[config.mk]
export PLATFORM = sky130hd
export DESIGN_NAME = lprx_top
export DESIGN_NICKNAME = d
export VERILOG_FILES = /design/src/rtl/lprx_pkg.sv /design/src/rtl/lprx_sync.sv /design/src/rtl/lprx_baud.sv /design/src/rtl/lprx_frame.sv /design/src/rtl/lprx_events.sv /design/src/rtl/lprx_top.sv
export SDC_FILE = /design/constraint.sdc
export NUM_CORES = 1
export LEC_CHECK = 0
export ABC_CLOCK_PERIOD_IN_PS = 2860
export CORE_MARGIN = 2
export CORE_UTILIZATION = 53
export CTS_BUF_LIST = sky130_fd_sc_hd__clkbuf_8
export DETAILED_ROUTE_END_ITERATION = 12
export GPL_ROUTABILITY_DRIVEN = 0
export PLACE_DENSITY = 0.84
export SLEW_MARGIN = 15
export SYNTH_ARGS = -nofsm -noshare
export SYNTH_HDL_FRONTEND = slang
export SYNTH_SLANG_ARGS = --single-unit
[constraint.sdc]
create_clock -name clk -period 2.86 [get_ports clk]
set_clock_uncertainty 0.2 [all_clocks]
set_input_delay 0.429 -clock clk [delete_from_list [all_inputs] [get_ports clk]]
set_output_delay 0.429 -clock clk [all_outputs]
set_load 0.1 [all_outputs]
[src/rtl/lprx_pkg.sv]
package lprx_pkg;
  localparam int FRAC_BITS = 8;

  typedef enum logic [1:0] {
    WK_START = 2'b00,
    WK_ADDR  = 2'b01,
    WK_RXNE  = 2'b10,
    WK_NONE  = 2'b11
  } wake_sel_e;

  typedef enum logic [1:0] {
    ST_IDLE,
    ST_START,
    ST_DATA,
    ST_STOP
  } rx_state_e;
endpackage

[src/rtl/lprx_sync.sv]
module lprx_sync #(
  parameter int STAGES = 2
) (
  input  logic clk,
  input  logic rst,
  input  logic din,
  output logic dout
);
  logic [STAGES-1:0] sr;

  generate
    if (STAGES == 1) begin : g_one
      always_ff @(posedge clk) begin
        if (rst) sr <= 1'b1;
        else     sr <= din;
      end
    end else begin : g_many
      always_ff @(posedge clk) begin
        if (rst) sr <= '1;
        else     sr <= {sr[STAGES-2:0], din};
      end
    end
  endgenerate

  assign dout = sr[STAGES-1];
endmodule

[src/rtl/lprx_baud.sv]
module lprx_baud #(
  parameter int DIV_W = 16,
  parameter int FRAC  = lprx_pkg::FRAC_BITS
) (
  input  logic             clk,
  input  logic             rst,
  input  logic             load_i,
  input  logic             en_i,
  input  logic [DIV_W-1:0] div_i,
  output logic             tick_o
);
  localparam int RW = DIV_W + 1;
  localparam logic [RW-1:0]    UNIT    = RW'(1 << FRAC);
  localparam logic [DIV_W-1:0] DIV_MIN = DIV_W'(3 << FRAC);

  // Remaining time to the next sample point, in 1/2^FRAC clocks.
  logic [RW-1:0] rem;
  logic [RW-1:0] div_x;

  assign div_x  = {1'b0, div_i};
  assign tick_o = en_i && (rem < UNIT);

  always_ff @(posedge clk) begin
    if (rst) begin
      rem <= '0;
    end else if (load_i) begin
      // The detection cycle already counts as one elapsed clock.
      rem <= (div_x >> 1) - UNIT;
    end else if (en_i) begin
      if (tick_o) rem <= rem + div_x - UNIT;
      else        rem <= rem - UNIT;
    end
  end

  AST_TICK_SPACED: assert property (@(posedge clk) disable iff (rst)
    tick_o |=> !tick_o);
  AST_DIV_MIN: assert property (@(posedge clk) disable iff (rst)
    en_i |-> (div_i >= DIV_MIN));
endmodule

[src/rtl/lprx_frame.sv]
module lprx_frame
  import lprx_pkg::*;
#(
  parameter int DATA_W = 8
) (
  input  logic              clk,
  input  logic              rst,
  input  logic              rxs_i,
  input  logic              tick_i,
  output logic              busy_o,
  output logic              load_o,
  output logic              start_ok_o,
  output logic              ok_o,
  output logic              bad_o,
  output logic [DATA_W-1:0] data_o
);
  localparam int CW = $clog2(DATA_W);

  rx_state_e         st;
  logic              rx_q;
  logic [CW-1:0]     cnt;
  logic [DATA_W-1:0] sh;
  logic              fall;

  assign fall   = rx_q && !rxs_i;
  assign busy_o = (st != ST_IDLE);
  assign load_o = (st == ST_IDLE) && fall;

  always_ff @(posedge clk) begin
    if (rst) begin
      st         <= ST_IDLE;
      rx_q       <= 1'b1;
      cnt        <= '0;
      sh         <= '0;
      data_o     <= '0;
      start_ok_o <= 1'b0;
      ok_o       <= 1'b0;
      bad_o      <= 1'b0;
    end else begin
      rx_q       <= rxs_i;
      start_ok_o <= 1'b0;
      ok_o       <= 1'b0;
      bad_o      <= 1'b0;
      case (st)
        ST_IDLE: if (fall) st <= ST_START;
        ST_START: if (tick_i) begin
          if (!rxs_i) begin
            st         <= ST_DATA;
            cnt        <= '0;
            start_ok_o <= 1'b1;
          end else begin
            st <= ST_IDLE;  // glitch: line back high at mid-bit
          end
        end
        ST_DATA: if (tick_i) begin
          sh <= {rxs_i, sh[DATA_W-1:1]};
          if (cnt == CW'(DATA_W - 1)) st <= ST_STOP;
          cnt <= cnt + 1'b1;
        end
        ST_STOP: if (tick_i) begin
          if (rxs_i) begin
            ok_o   <= 1'b1;
            data_o <= sh;
          end else begin
            bad_o <= 1'b1;
          end
          st <= ST_IDLE;
        end
        default: st <= ST_IDLE;
      endcase
    end
  end

  AST_OK_BAD_EXCL: assert property (@(posedge clk) disable iff (rst)
    !(ok_o && bad_o));
  AST_START_ONE_SHOT: assert property (@(posedge clk) disable iff (rst)
    start_ok_o |=> !start_ok_o);
endmodule

[src/rtl/lprx_events.sv]
module lprx_events
  import lprx_pkg::*;
#(
  parameter int DATA_W = 8
) (
  input  logic              clk,
  input  logic              rst,
  input  logic              start_ok_i,
  input  logic              ok_i,
  input  logic              bad_i,
  input  logic [DATA_W-1:0] data_i,
  input  logic [DATA_W-2:0] node_i,
  input  logic              rd_i,
  input  logic              stop_i,
  input  logic [1:0]        sel_i,
  input  logic              clr_i,
  output logic [DATA_W-1:0] data_o,
  output logic              ne_o,
  output logic              am_o,
  output logic              ferr_o,
  output logic              wake_o
);
  logic is_match;
  logic wake_evt;

  assign is_match = data_i[DATA_W-1] && (data_i[DATA_W-2:0] == node_i);

  always_comb begin
    case (wake_sel_e'(sel_i))
      WK_START: wake_evt = start_ok_i;
      WK_ADDR:  wake_evt = ok_i && is_match;
      WK_RXNE:  wake_evt = ok_i;
      default:  wake_evt = 1'b0;
    endcase
  end

  always_ff @(posedge clk) begin
    if (rst) begin
      data_o <= '0;
      ne_o   <= 1'b0;
      am_o   <= 1'b0;
      ferr_o <= 1'b0;
      wake_o <= 1'b0;
    end else begin
      if (ok_i) begin
        data_o <= data_i;
        am_o   <= is_match;
        ne_o   <= 1'b1;
      end else if (rd_i) begin
        ne_o <= 1'b0;
      end

      if (bad_i)     ferr_o <= 1'b1;
      else if (rd_i) ferr_o <= 1'b0;

      if (stop_i && wake_evt) wake_o <= 1'b1;
      else if (clr_i)         wake_o <= 1'b0;
    end
  end

  AST_WAKE_HOLD: assert property (@(posedge clk) disable iff (rst)
    (wake_o && !clr_i) |=> wake_o);
  AST_NO_WAKE_RUN: assert property (@(posedge clk) disable iff (rst)
    (!stop_i && !wake_o) |=> !wake_o);
  AST_FERR_KEEPS_NE: assert property (@(posedge clk) disable iff (rst)
    (bad_i && !ne_o) |=> !ne_o);
  AST_AM_IS_ADDR: assert property (@(posedge clk) disable iff (rst)
    am_o |-> data_o[DATA_W-1]);
  AST_RD_CLEARS: assert property (@(posedge clk) disable iff (rst)
    (rd_i && !ok_i) |=> !ne_o);
endmodule

[src/rtl/lprx_top.sv]
module lprx_top #(
  parameter int DATA_W      = 8,
  parameter int DIV_W       = 16,
  parameter int SYNC_STAGES = 2
) (
  input  logic              clk,
  input  logic              rst,
  input  logic              rx_i,
  input  logic              stop_i,
  input  logic [1:0]        wake_sel_i,
  input  logic [DATA_W-2:0] node_addr_i,
  input  logic [DIV_W-1:0]  baud_div_i,
  input  logic              rd_i,
  input  logic              wake_clr_i,
  output logic [DATA_W-1:0] rx_data_o,
  output logic              rx_ne_o,
  output logic              addr_match_o,
  output logic              frame_err_o,
  output logic              wake_o
);
  logic              rxs;
  logic              tick;
  logic              busy;
  logic              load;
  logic              start_ok;
  logic              frm_ok;
  logic              frm_bad;
  logic [DATA_W-1:0] frm_data;

  lprx_sync #(.STAGES(SYNC_STAGES)) u_sync (
    .clk (clk),
    .rst (rst),
    .din (rx_i),
    .dout(rxs)
  );

  lprx_baud #(.DIV_W(DIV_W)) u_baud (
    .clk   (clk),
    .rst   (rst),
    .load_i(load),
    .en_i  (busy),
    .div_i (baud_div_i),
    .tick_o(tick)
  );

  lprx_frame #(.DATA_W(DATA_W)) u_frame (
    .clk       (clk),
    .rst       (rst),
    .rxs_i     (rxs),
    .tick_i    (tick),
    .busy_o    (busy),
    .load_o    (load),
    .start_ok_o(start_ok),
    .ok_o      (frm_ok),
    .bad_o     (frm_bad),
    .data_o    (frm_data)
  );

  lprx_events #(.DATA_W(DATA_W)) u_events (
    .clk       (clk),
    .rst       (rst),
    .start_ok_i(start_ok),
    .ok_i      (frm_ok),
    .bad_i     (frm_bad),
    .data_i    (frm_data),
    .node_i    (node_addr_i),
    .rd_i      (rd_i),
    .stop_i    (stop_i),
    .sel_i     (wake_sel_i),
    .clr_i     (wake_clr_i),
    .data_o    (rx_data_o),
    .ne_o      (rx_ne_o),
    .am_o      (addr_match_o),
    .ferr_o    (frame_err_o),
    .wake_o    (wake_o)
  );
endmodule

## Yosys cells after proc, flatten, opt, wreduce, memory -nomap -nowiden

Index checks and enable logic that the tools add are counted.

- Reduce and logical (&&, ||, !) cells: 22
- Bitwise gates (word level): 3
- Muxes and demuxes: 23
- $lt $le $gt $ge: 1
- Add/sub/neg operators: 5
- Eq/ne operators: 13

Operator list:

| kind | number |
|---|---|
| 17-bit two-way mux | 3 |
| 17-bit by 9-bit subtractor with 17-bit output, second input constant | 2 |
| 17-bit by 16-bit adder with 17-bit output | 1 |
| 17-bit by 9-bit < comparator with 1-bit output, second input constant | 1 |
| 15-bit by 9-bit subtractor with 16-bit output, second input constant | 1 |
| 2-bit two-way mux | 6 |
| 2-bit nonzero test | 6 |
| 3-bit two-way mux | 3 |
| 1-bit two-way mux | 8 |
| 2-bit != test, second input constant | 4 |
| 2-bit case mux with 4 select lines | 1 |
| 7-bit == test | 1 |
| 2-bit == test, second input constant | 3 |
| 1-bit logical AND | 6 |
| 3-bit case mux with 2 select lines | 1 |
| 5-bit AND reduction | 1 |
| 2-bit by 1-bit == test with 1-bit output, second input constant | 2 |
| 2-bit logical NOT | 2 |
| 2-bit by 1-bit != test with 1-bit output, second input constant | 2 |
| 4-bit AND reduction | 1 |
| 2-bit OR reduction | 2 |
| 3-bit by 1-bit adder with 3-bit output, second input constant | 1 |
| 3-bit == test, second input constant | 1 |
| 1-bit inverter | 3 |
| 5 further kinds | 5 |

- Register bits: 56
- Word-level logic and storage cells: 82
- Bits of input ports: 31

## Longest topological paths before layout

Gate-level depths: netlist of run 1.

- Depth in word-level cells: 6
- Gate-level depth with buffers: 11
- Mapped depth without buffers: 10

## Cells and area by module

A second synthesis of run 1 with hierarchy kept.

- Cells, all modules: 456
- Area total of the unflattened synthesis: 3,718.6 um2

Modules (own cells, without submodules):

| module | seq. area each (um2) | cells each | area an instance (um2) | times used |
|---|---|---|---|---|
| lprx_baud | 340.3 | 287 | 2,159.6 | 1 |
| lprx_frame | 500.5 | 110 | 985.9 | 1 |
| lprx_events | 240.2 | 55 | 520.5 | 1 |
| lprx_sync | 40.0 | 4 | 52.6 | 1 |

## Worst setup path after synthesis of run 1

Ideal clock, no wire load.

- Path type: input -> register
- Start point: input baud_div_i[2]
- End point: register u_baud.rem[16]
- Required time: 2.545 ns
- Buffers on the path: 0
- Arrival: 2.643 ns
- Cell stages on the path: 8
- Slack: -0.097 ns
- Cells stage by stage: ha_1 > ha_1 > a211oi_1 > nor2_1 > o41ai_1 > o31ai_1 > xnor2_1 > a2111oi_0

- Longest elaborated chain between the ends: 5
- Elaborated cells on any way between the ends: 6
- Classes of those cells: 3 x add/sub; 3 x mux

Ends and longest elaborated chain:

| item | RTL line | text |
|---|---|---|
| start: declaration | lprx_top.sv:12 | `input logic [DIV_W-1:0] baud_div_i,` |
| 17-bit by 16-bit adder with 17-bit output | lprx_baud.sv:30 | `if (tick_o) rem <= rem + div_x - UNIT;` |
| 17-bit by 9-bit subtractor with 17-bit output | lprx_baud.sv:30 |  |
| 17-bit two-way mux | lprx_baud.sv:30 |  |
| 17-bit two-way mux | lprx_baud.sv:29 | `end else if (en_i) begin` |
| 17-bit two-way mux * | lprx_baud.sv:26 | `end else if (load_i) begin` |
| end signal: assignment | lprx_baud.sv:28 | `rem <= (div_x >> 1) - UNIT;` |
| end signal: assignment | lprx_baud.sv:30 |  |
| end signal: assignment | lprx_baud.sv:31 | `else rem <= rem - UNIT;` |
| end: declaration | lprx_baud.sv:17 | `logic [RW-1:0] rem;` |

Mark *: on every way between the ends. The rest lies on a longest branch, timed or not. The select of a mux whose other input is x is not followed.
A chain may end at the register's enable or synchronous reset.

## Worst setup path after layout of run 1

- Start point: input baud_div_i[7]
- End point: register u_baud.rem[14]

Same word-level chain as after synthesis.

==> results of run 1 <==
-- worst paths after layout --
check                      start             end  slack (ps)
hold reg to reg     u_sync.sr[0]    u_sync.sr[1]         220
hold / removal      u_sync.sr[0]    u_sync.sr[1]         220
setup / recovery   baud_div_i[7]  u_baud.rem[14]           8
setup reg to reg  u_baud.rem[12]  u_baud.rem[13]          80
-- power breakdown --
part | internal (mW) | switching, mW
logic | 0.449 | 0.523
registers | 0.807 | 0.0304
clock network | 0.172 | 0.268
-- per-layer routing --
metal | part of all wire | wire, µm
met5 | 0 | 0
met4 | 0.036 | 378
met3 | 0.074 | 778
met2 | 0.49 | 5210
met1 | 0.40 | 4210
-- worst reg2reg max path, delay by kind of cell, from the launching register on --
kind | cells | cell delay [ps]
AO/OA/AOI/OAI | 4 | 760
adder cells (fa/ha/maj) | 2 | 520
flip-flops | 1 | 480
buffers and inverters | 3 | 380
multiplexers | 1 | 330
AND/OR/NAND/NOR | 1 | 60
-- sequential cells by signal (all words and copies together), names as in the netlist, named ones only --
name / flops
u_frame.bad_o: 1
u_frame.ok_o: 1
u_baud.rem: 17
u_events.am_o: 1
u_frame.cnt: 3
u_frame.data_o: 8
u_events.wake_o: 1
u_events.ferr_o: 1
u_sync.sr: 2
u_events.data_o: 8
u_events.ne_o: 1
u_frame.sh: 8
u_frame.start_ok_o: 1
u_frame.rx_q: 1
u_frame.st: 1
-- cell families after synthesis --
kind of cell	count (synthesis)
simple gates	159
compound gates	110
buf+inv	59
flops	56
fa+ha+maj	36
xor+xnor	18
mux	17
-- area by class of cell --
type | instances | area [µm²]
Clock buffer | 5 | 68.8
Multi-Input combinational cell | 340 | 2520
Fill cell | 468 | 1850
Sequential cell | 56 | 1120
Tap cell | 80 | 100
Inverter | 39 | 146
Timing Repair Buffer | 104 | 855
Clock inverter | 3 | 20.0
-- placed cells by master, fill, tap and decap left out, types with 12 or more instances in the layout --
master / instances
nor2_1: 43
a21oi_1: 37
buf_4: 74
dfxtp_1: 56
ha_4: 12
o21ai_0: 18
ha_1: 21
clkdlybuf4s50_1: 26
mux2i_1: 16
inv_1: 35
nand3_1: 18
nand2_1: 45
-- through the flow --
step / instances / utilization / area (µm²) / TNS [ps]
after detailed placement: 612 / 0.664 / 4440 / -3210
after CTS: 624 / 0.693 / 4630 / 0
after floorplan: 455 / - / 3600 / 0
after global routing: 627 / 0.723 / 4830 / -251
final: 627 / 0.723 / 4830 / 0
after global placement: 612 / 0.664 / 4440 / -2400
-- timing repair --
item | CTS | global route
pin swaps | 12 | 16
resized for setup | 16 | 30
gates cloned | 0 | 0
endpoints found under the hold margin | 0 | 0
buffers inserted | 4 | 3
endpoints found under the setup margin | 7 | 8
==> metrics, run 1 <==
Yosys warning total=0; vias in the first global route=3,644; CP top delay family=buffers and inverters; met3 usage=0.0514; Cell Pwr Density=466 nW/µm²; top-count cell post-synth=dfxtp_1; total gr overflow=0; DR pass1 iterations=6; first-pass GRT wire length=around 17 mm; Core ar.=6680 µm²; chip width=86.4 µm; H-Tree Depth=2; largest net degree at the start of global routing=just under 60; # hold bufs at CTS=0; DRC=0; Initial Utilization=0.538; antenna cells=0; CP Depth=11; DR vias/cell=between 6 and 7; most congested layer reported by global routing=met2; dpl ws=-432 ps; worst skew pair latency=310 ps; WP data arrival=2820 ps; Worst Hold Class=reg -> reg; Post-synth top cells=dfxtp_1, nand2_1, nor2_1, a21oi_1, inv_1; R2R cell count=11; Post-Synthesis Cell Area=3600 µm²; GRT met1 Usage=0.335; total wire length=10.6 mm; FMAX=about 350 MHz; Synth area leader=dfxtp_1; Final period util=0.997; WHS Path Cells=1; Leak=between 2 and 2.5 nW; Port Buffer Count=42; status=completed; dominant combinational cell family by area after synthesis=simple AND/OR/NAND/NOR gates; main area contributors after synthesis=dfxtp_1, ha_1, a21oi_1, nand2_1, nor2_1; initial antenna violation count=0; CP Cell Sequence=clkdlybuf4s50_1 -> ha_1 -> ha_4 -> buf_4 -> nand2_1 -> nand2_2 -> o41ai_4 -> buf_4 -> o21ai_0 -> nand2_1 -> o221ai_1; Synth Area in Adders=0.127; ANT nets after route=0; Setup Viol. Count Final=0; worst-margin pin slew=approximately 990 ps; Ports=43; syn nets=522; startpoint type of the worst setup path=primary input; Slowest-stage cell, CP=clkdlybuf4s50_1; CTS tree=yes; initial DRC count=388; WP data required=2830 ps; Slew headroom=0.340; Syn Inst Count=455; Die ar.=7460 µm²; P&R area growth vs syn=34.3%; final net count=around 600; CTS Buf Count=5; clk sinks=56; Total Power=~2.2 mW; MaxCap Viol Count=0; XOR/XNOR Fraction of Synth Area=0.0438; Max Slew Vio Count=0; mux share of post-synthesis cell area=0.0477; detailed placer's ending HPWL=7.27 mm; met2 Usage GRT=0.471; Max Root-Sink Buffers=2; cell row count=30; WS Path Type=in -> reg; die height=between 80 and 90 µm; post-layout min period=~2900 ps; CP max FO=4; Seq/Total Area, Yosys=0.312; WL/cell=16.9 µm; post-synth cell types=53; Synth Area in Simple Gates=0.214; syn_area_per_cell=7.90 µm²; CTS Root Cell=clkbuf_8; Hold Fails Final Rpt=0; final hold slack=224 ps; Worst Setup Slack, final=~8 ps; CP Capture Type=flip-flop; slowest stage delay, CP=430 ps; Synth Area in Compound Gates=0.193; share of layout cells above drive strength 1=0.236; Yosys reg bits=56; worst path bufs/invs=3; via count=3,846; Synth Flop Type=dfxtp_1; Worst-path clk slew=100 ps; top cell type's share of synthesized area=0.312; number of enable flip-flop cells after synthesis=0; peak supply drop=0.000368 V; Global Route Usage Sum=0.274; asr flop ratio synth=0
No activity file was read; power rests on OpenSTA's default activity.
==> inputs of run 2 (changes only) <==
--- a/config.mk
+++ b/config.mk
@@ -6,13 +6,15 @@
 export NUM_CORES = 1
 export LEC_CHECK = 0
 export ABC_CLOCK_PERIOD_IN_PS = 2860
+export CORE_ASPECT_RATIO = 1.4
 export CORE_MARGIN = 2
-export CORE_UTILIZATION = 53
+export CORE_UTILIZATION = 52
 export CTS_BUF_LIST = sky130_fd_sc_hd__clkbuf_8
 export DETAILED_ROUTE_END_ITERATION = 12
 export GPL_ROUTABILITY_DRIVEN = 0
-export PLACE_DENSITY = 0.84
+export PLACE_DENSITY = 0.83
 export SLEW_MARGIN = 15
 export SYNTH_ARGS = -nofsm -noshare
 export SYNTH_HDL_FRONTEND = slang
 export SYNTH_SLANG_ARGS = --single-unit
+export TNS_END_PERCENT = 1
==> run 2 against run 1 <==
The run now ends with negative setup slack left. Combinational power shrank 5.9%. Via count shrank 2.4%. Count of clock-buffer cells in the layout is the same. Largest power group unchanged.
==> metrics, run 2 (synthesis results as in run 1) <==
status=complete, but fails checks; violated checks=negative setup slack; via count=3,753 (-2.4%); Slew headroom=0.329 (-0.0112); Leak=2.00 nW (-1.4%); CTS Root Cell=clkbuf_8; initial antenna violation count=0 (unchanged); DR vias/cell=5.96 (-2.9%); P&R area growth vs syn=32.4%; Ports=43 (unchanged); Cell Pwr Density=468 nW/µm² (+0.43%); final std cell area, no fill=4760 µm² (-1.4%); CP Cell Sequence=clkdlybuf4s50_1 -> inv_1 -> ha_1 -> inv_1 -> ha_2 -> a21oi_2 -> nand2_1 -> o21ai_0 -> a31oi_1 -> or4_1 -> and3_1; Worst Setup Slack, final=-24.5 ps (-32.6 ps); Core ar.=6660 µm² (-0.37%); Final period util=1.01 (+0.0114); WS Path Type=in -> reg; most frequent CP cell=inv_1; total wire length=10.4 mm (-1.4%); CP max FO=7 (+3); Hold Fails Final Rpt=0 (unchanged); CTS tree=yes; FMAX=347 MHz (-1.1%); Initial Utilization=0.540 (+0.00202); share of layout cells above drive strength 1=0.214 (-0.0221); Post-DP Area=4410 µm² (-0.68%); Worst-path clk slew=120 ps (+20 ps); detailed placer's ending HPWL=7.01 mm (-3.6%); Most flops, register=u_baud.rem; chip width=74.3 µm (-14%); Worst Hold Class=reg -> reg; Max Slew Vio Count=0 (unchanged); initial DRC count=289 (-26%); Port Buffer Count=42 (unchanged); DR pass1 iterations=6 (unchanged); largest net degree at the start of global routing=58 (unchanged); WP data arrival=2910 ps (+90 ps); peak supply drop=0.000308 V (-16%); worst skew pair latency=320 ps (about the same); Setup Viol. Count Final=2 (+2); Util after Layout=0.715 (-0.00762); Global Route Usage Sum=0.257 (-0.0172); die height=102 µm (+19%); ANT nets after route=0 (unchanged); total gr overflow=0 (unchanged); Max Root-Sink Buffers=2 (unchanged); dpl ws=-442 ps (-9.36 ps); MaxCap Viol Count=0 (unchanged); final hold slack=233 ps (+9.37 ps); startpoint type of the worst setup path=primary input; Slowest-stage cell, CP=clkdlybuf4s50_1; max FFs per register=17 (unchanged); final net count=604 (-1.5%); post-layout min period=2880 ps (+32.6 ps); WP data required=2880 ps (+50 ps); vias in the first global route=3,502 (-3.9%); H-Tree Depth=2 (unchanged); worst-margin pin slew=1000 ps (+16.7 ps); first-pass GRT wire length=15.5 mm (-6.4%); CP Capture Type=flip-flop; DRC=0 (unchanged); antenna cells=0 (unchanged); Die ar.=7610 µm² (+2.0%); CTS Buf Count=5 (unchanged); slowest stage delay, CP=480 ps (+50 ps); most frequent cells in the layout=buf_4, dfxtp_1, nand2_1, nor2_1, inv_1; commonest non-fill, non-tap cell in the layout=buf_4; clk sinks=56 (unchanged); WL/cell=16.6 µm (-1.8%); cell row count=35 (+17%)
run 2: cell count changes in the layout (fill, tap and decap cells not counted), moves of 3 or more:
cell | before | now
ha_1 | 21 | 24
inv_2 | 5 | 1
a21oi_2 | 1 | 4
buf_4 | 74 | 65
inv_1 | 35 | 38
ha_4 | 12 | 9
run 2: area by class of cell:
class                      instances  area, µm²
sequential                        56       1120
tap                               92        115
clock buffer                       5       68.8
clock inverter                     3       27.5
fill                             494       1900
inverter                          39        146
timing repair buffer              95        791
multi-input combinational        340       2490
run 2: timing repair:
item / CTS / global route
hold buffers: 0 / 0
endpoints found under the setup margin: 5 / 8
gates cloned: 0 / 0
resized for setup: 8 / 35
buffers inserted: 1 / 3
pin swaps: 3 / 15
run 2: path summary, 6_finish.rpt:
path	cells after the start	slack, ps	startpoint	end
max	11	-20	baud_div_i[13]	u_baud.rem[15]
min	1	230	u_sync.sr[0]	u_sync.sr[1]
max reg2reg	9	50	u_baud.rem[11]	u_baud.rem[15]
min reg2reg	1	230	u_sync.sr[0]	u_sync.sr[1]
run 2: critical path: cells and delay by family:
kind / cells / cell delay (ps)
buffers and inverters: 3 / 630
adders and majority gates: 2 / 610
AOI/OAI and AO/OA: 3 / 500
and+or+nand+nor: 3 / 720
run 2: report_power, final:
group          internal, mW  switching, mW  leakage (nW)
Sequential            0.807         0.0318         0.453
Clock                 0.181          0.292        0.0463
Combinational         0.411          0.504          1.50
Total                  1.40          0.828          2.00
run 2: per-stage QoR:
stage / TNS (ps) / total power, mW / cells
after floorplan: 0 / 1.34 / 455
after global placement: -2670 / 1.59 / 618
after detailed placement: -3430 / 1.61 / 618
after CTS: 0 / 2.09 / 627
after global routing: -360 / 2.33 / 630
final: -46.7 / 2.23 / 630
run 2: metal layers:
layer | GRT usage | vias up | part of all wire
met3 | 0.0256 | 53 | 0.061
met2 | 0.479 | 191 | 0.51
li1 | - | 1787 | -
met4 | 0.107 | 0 | 0.054
met5 | 0 | - | 0
met1 | 0.291 | 1722 | 0.37
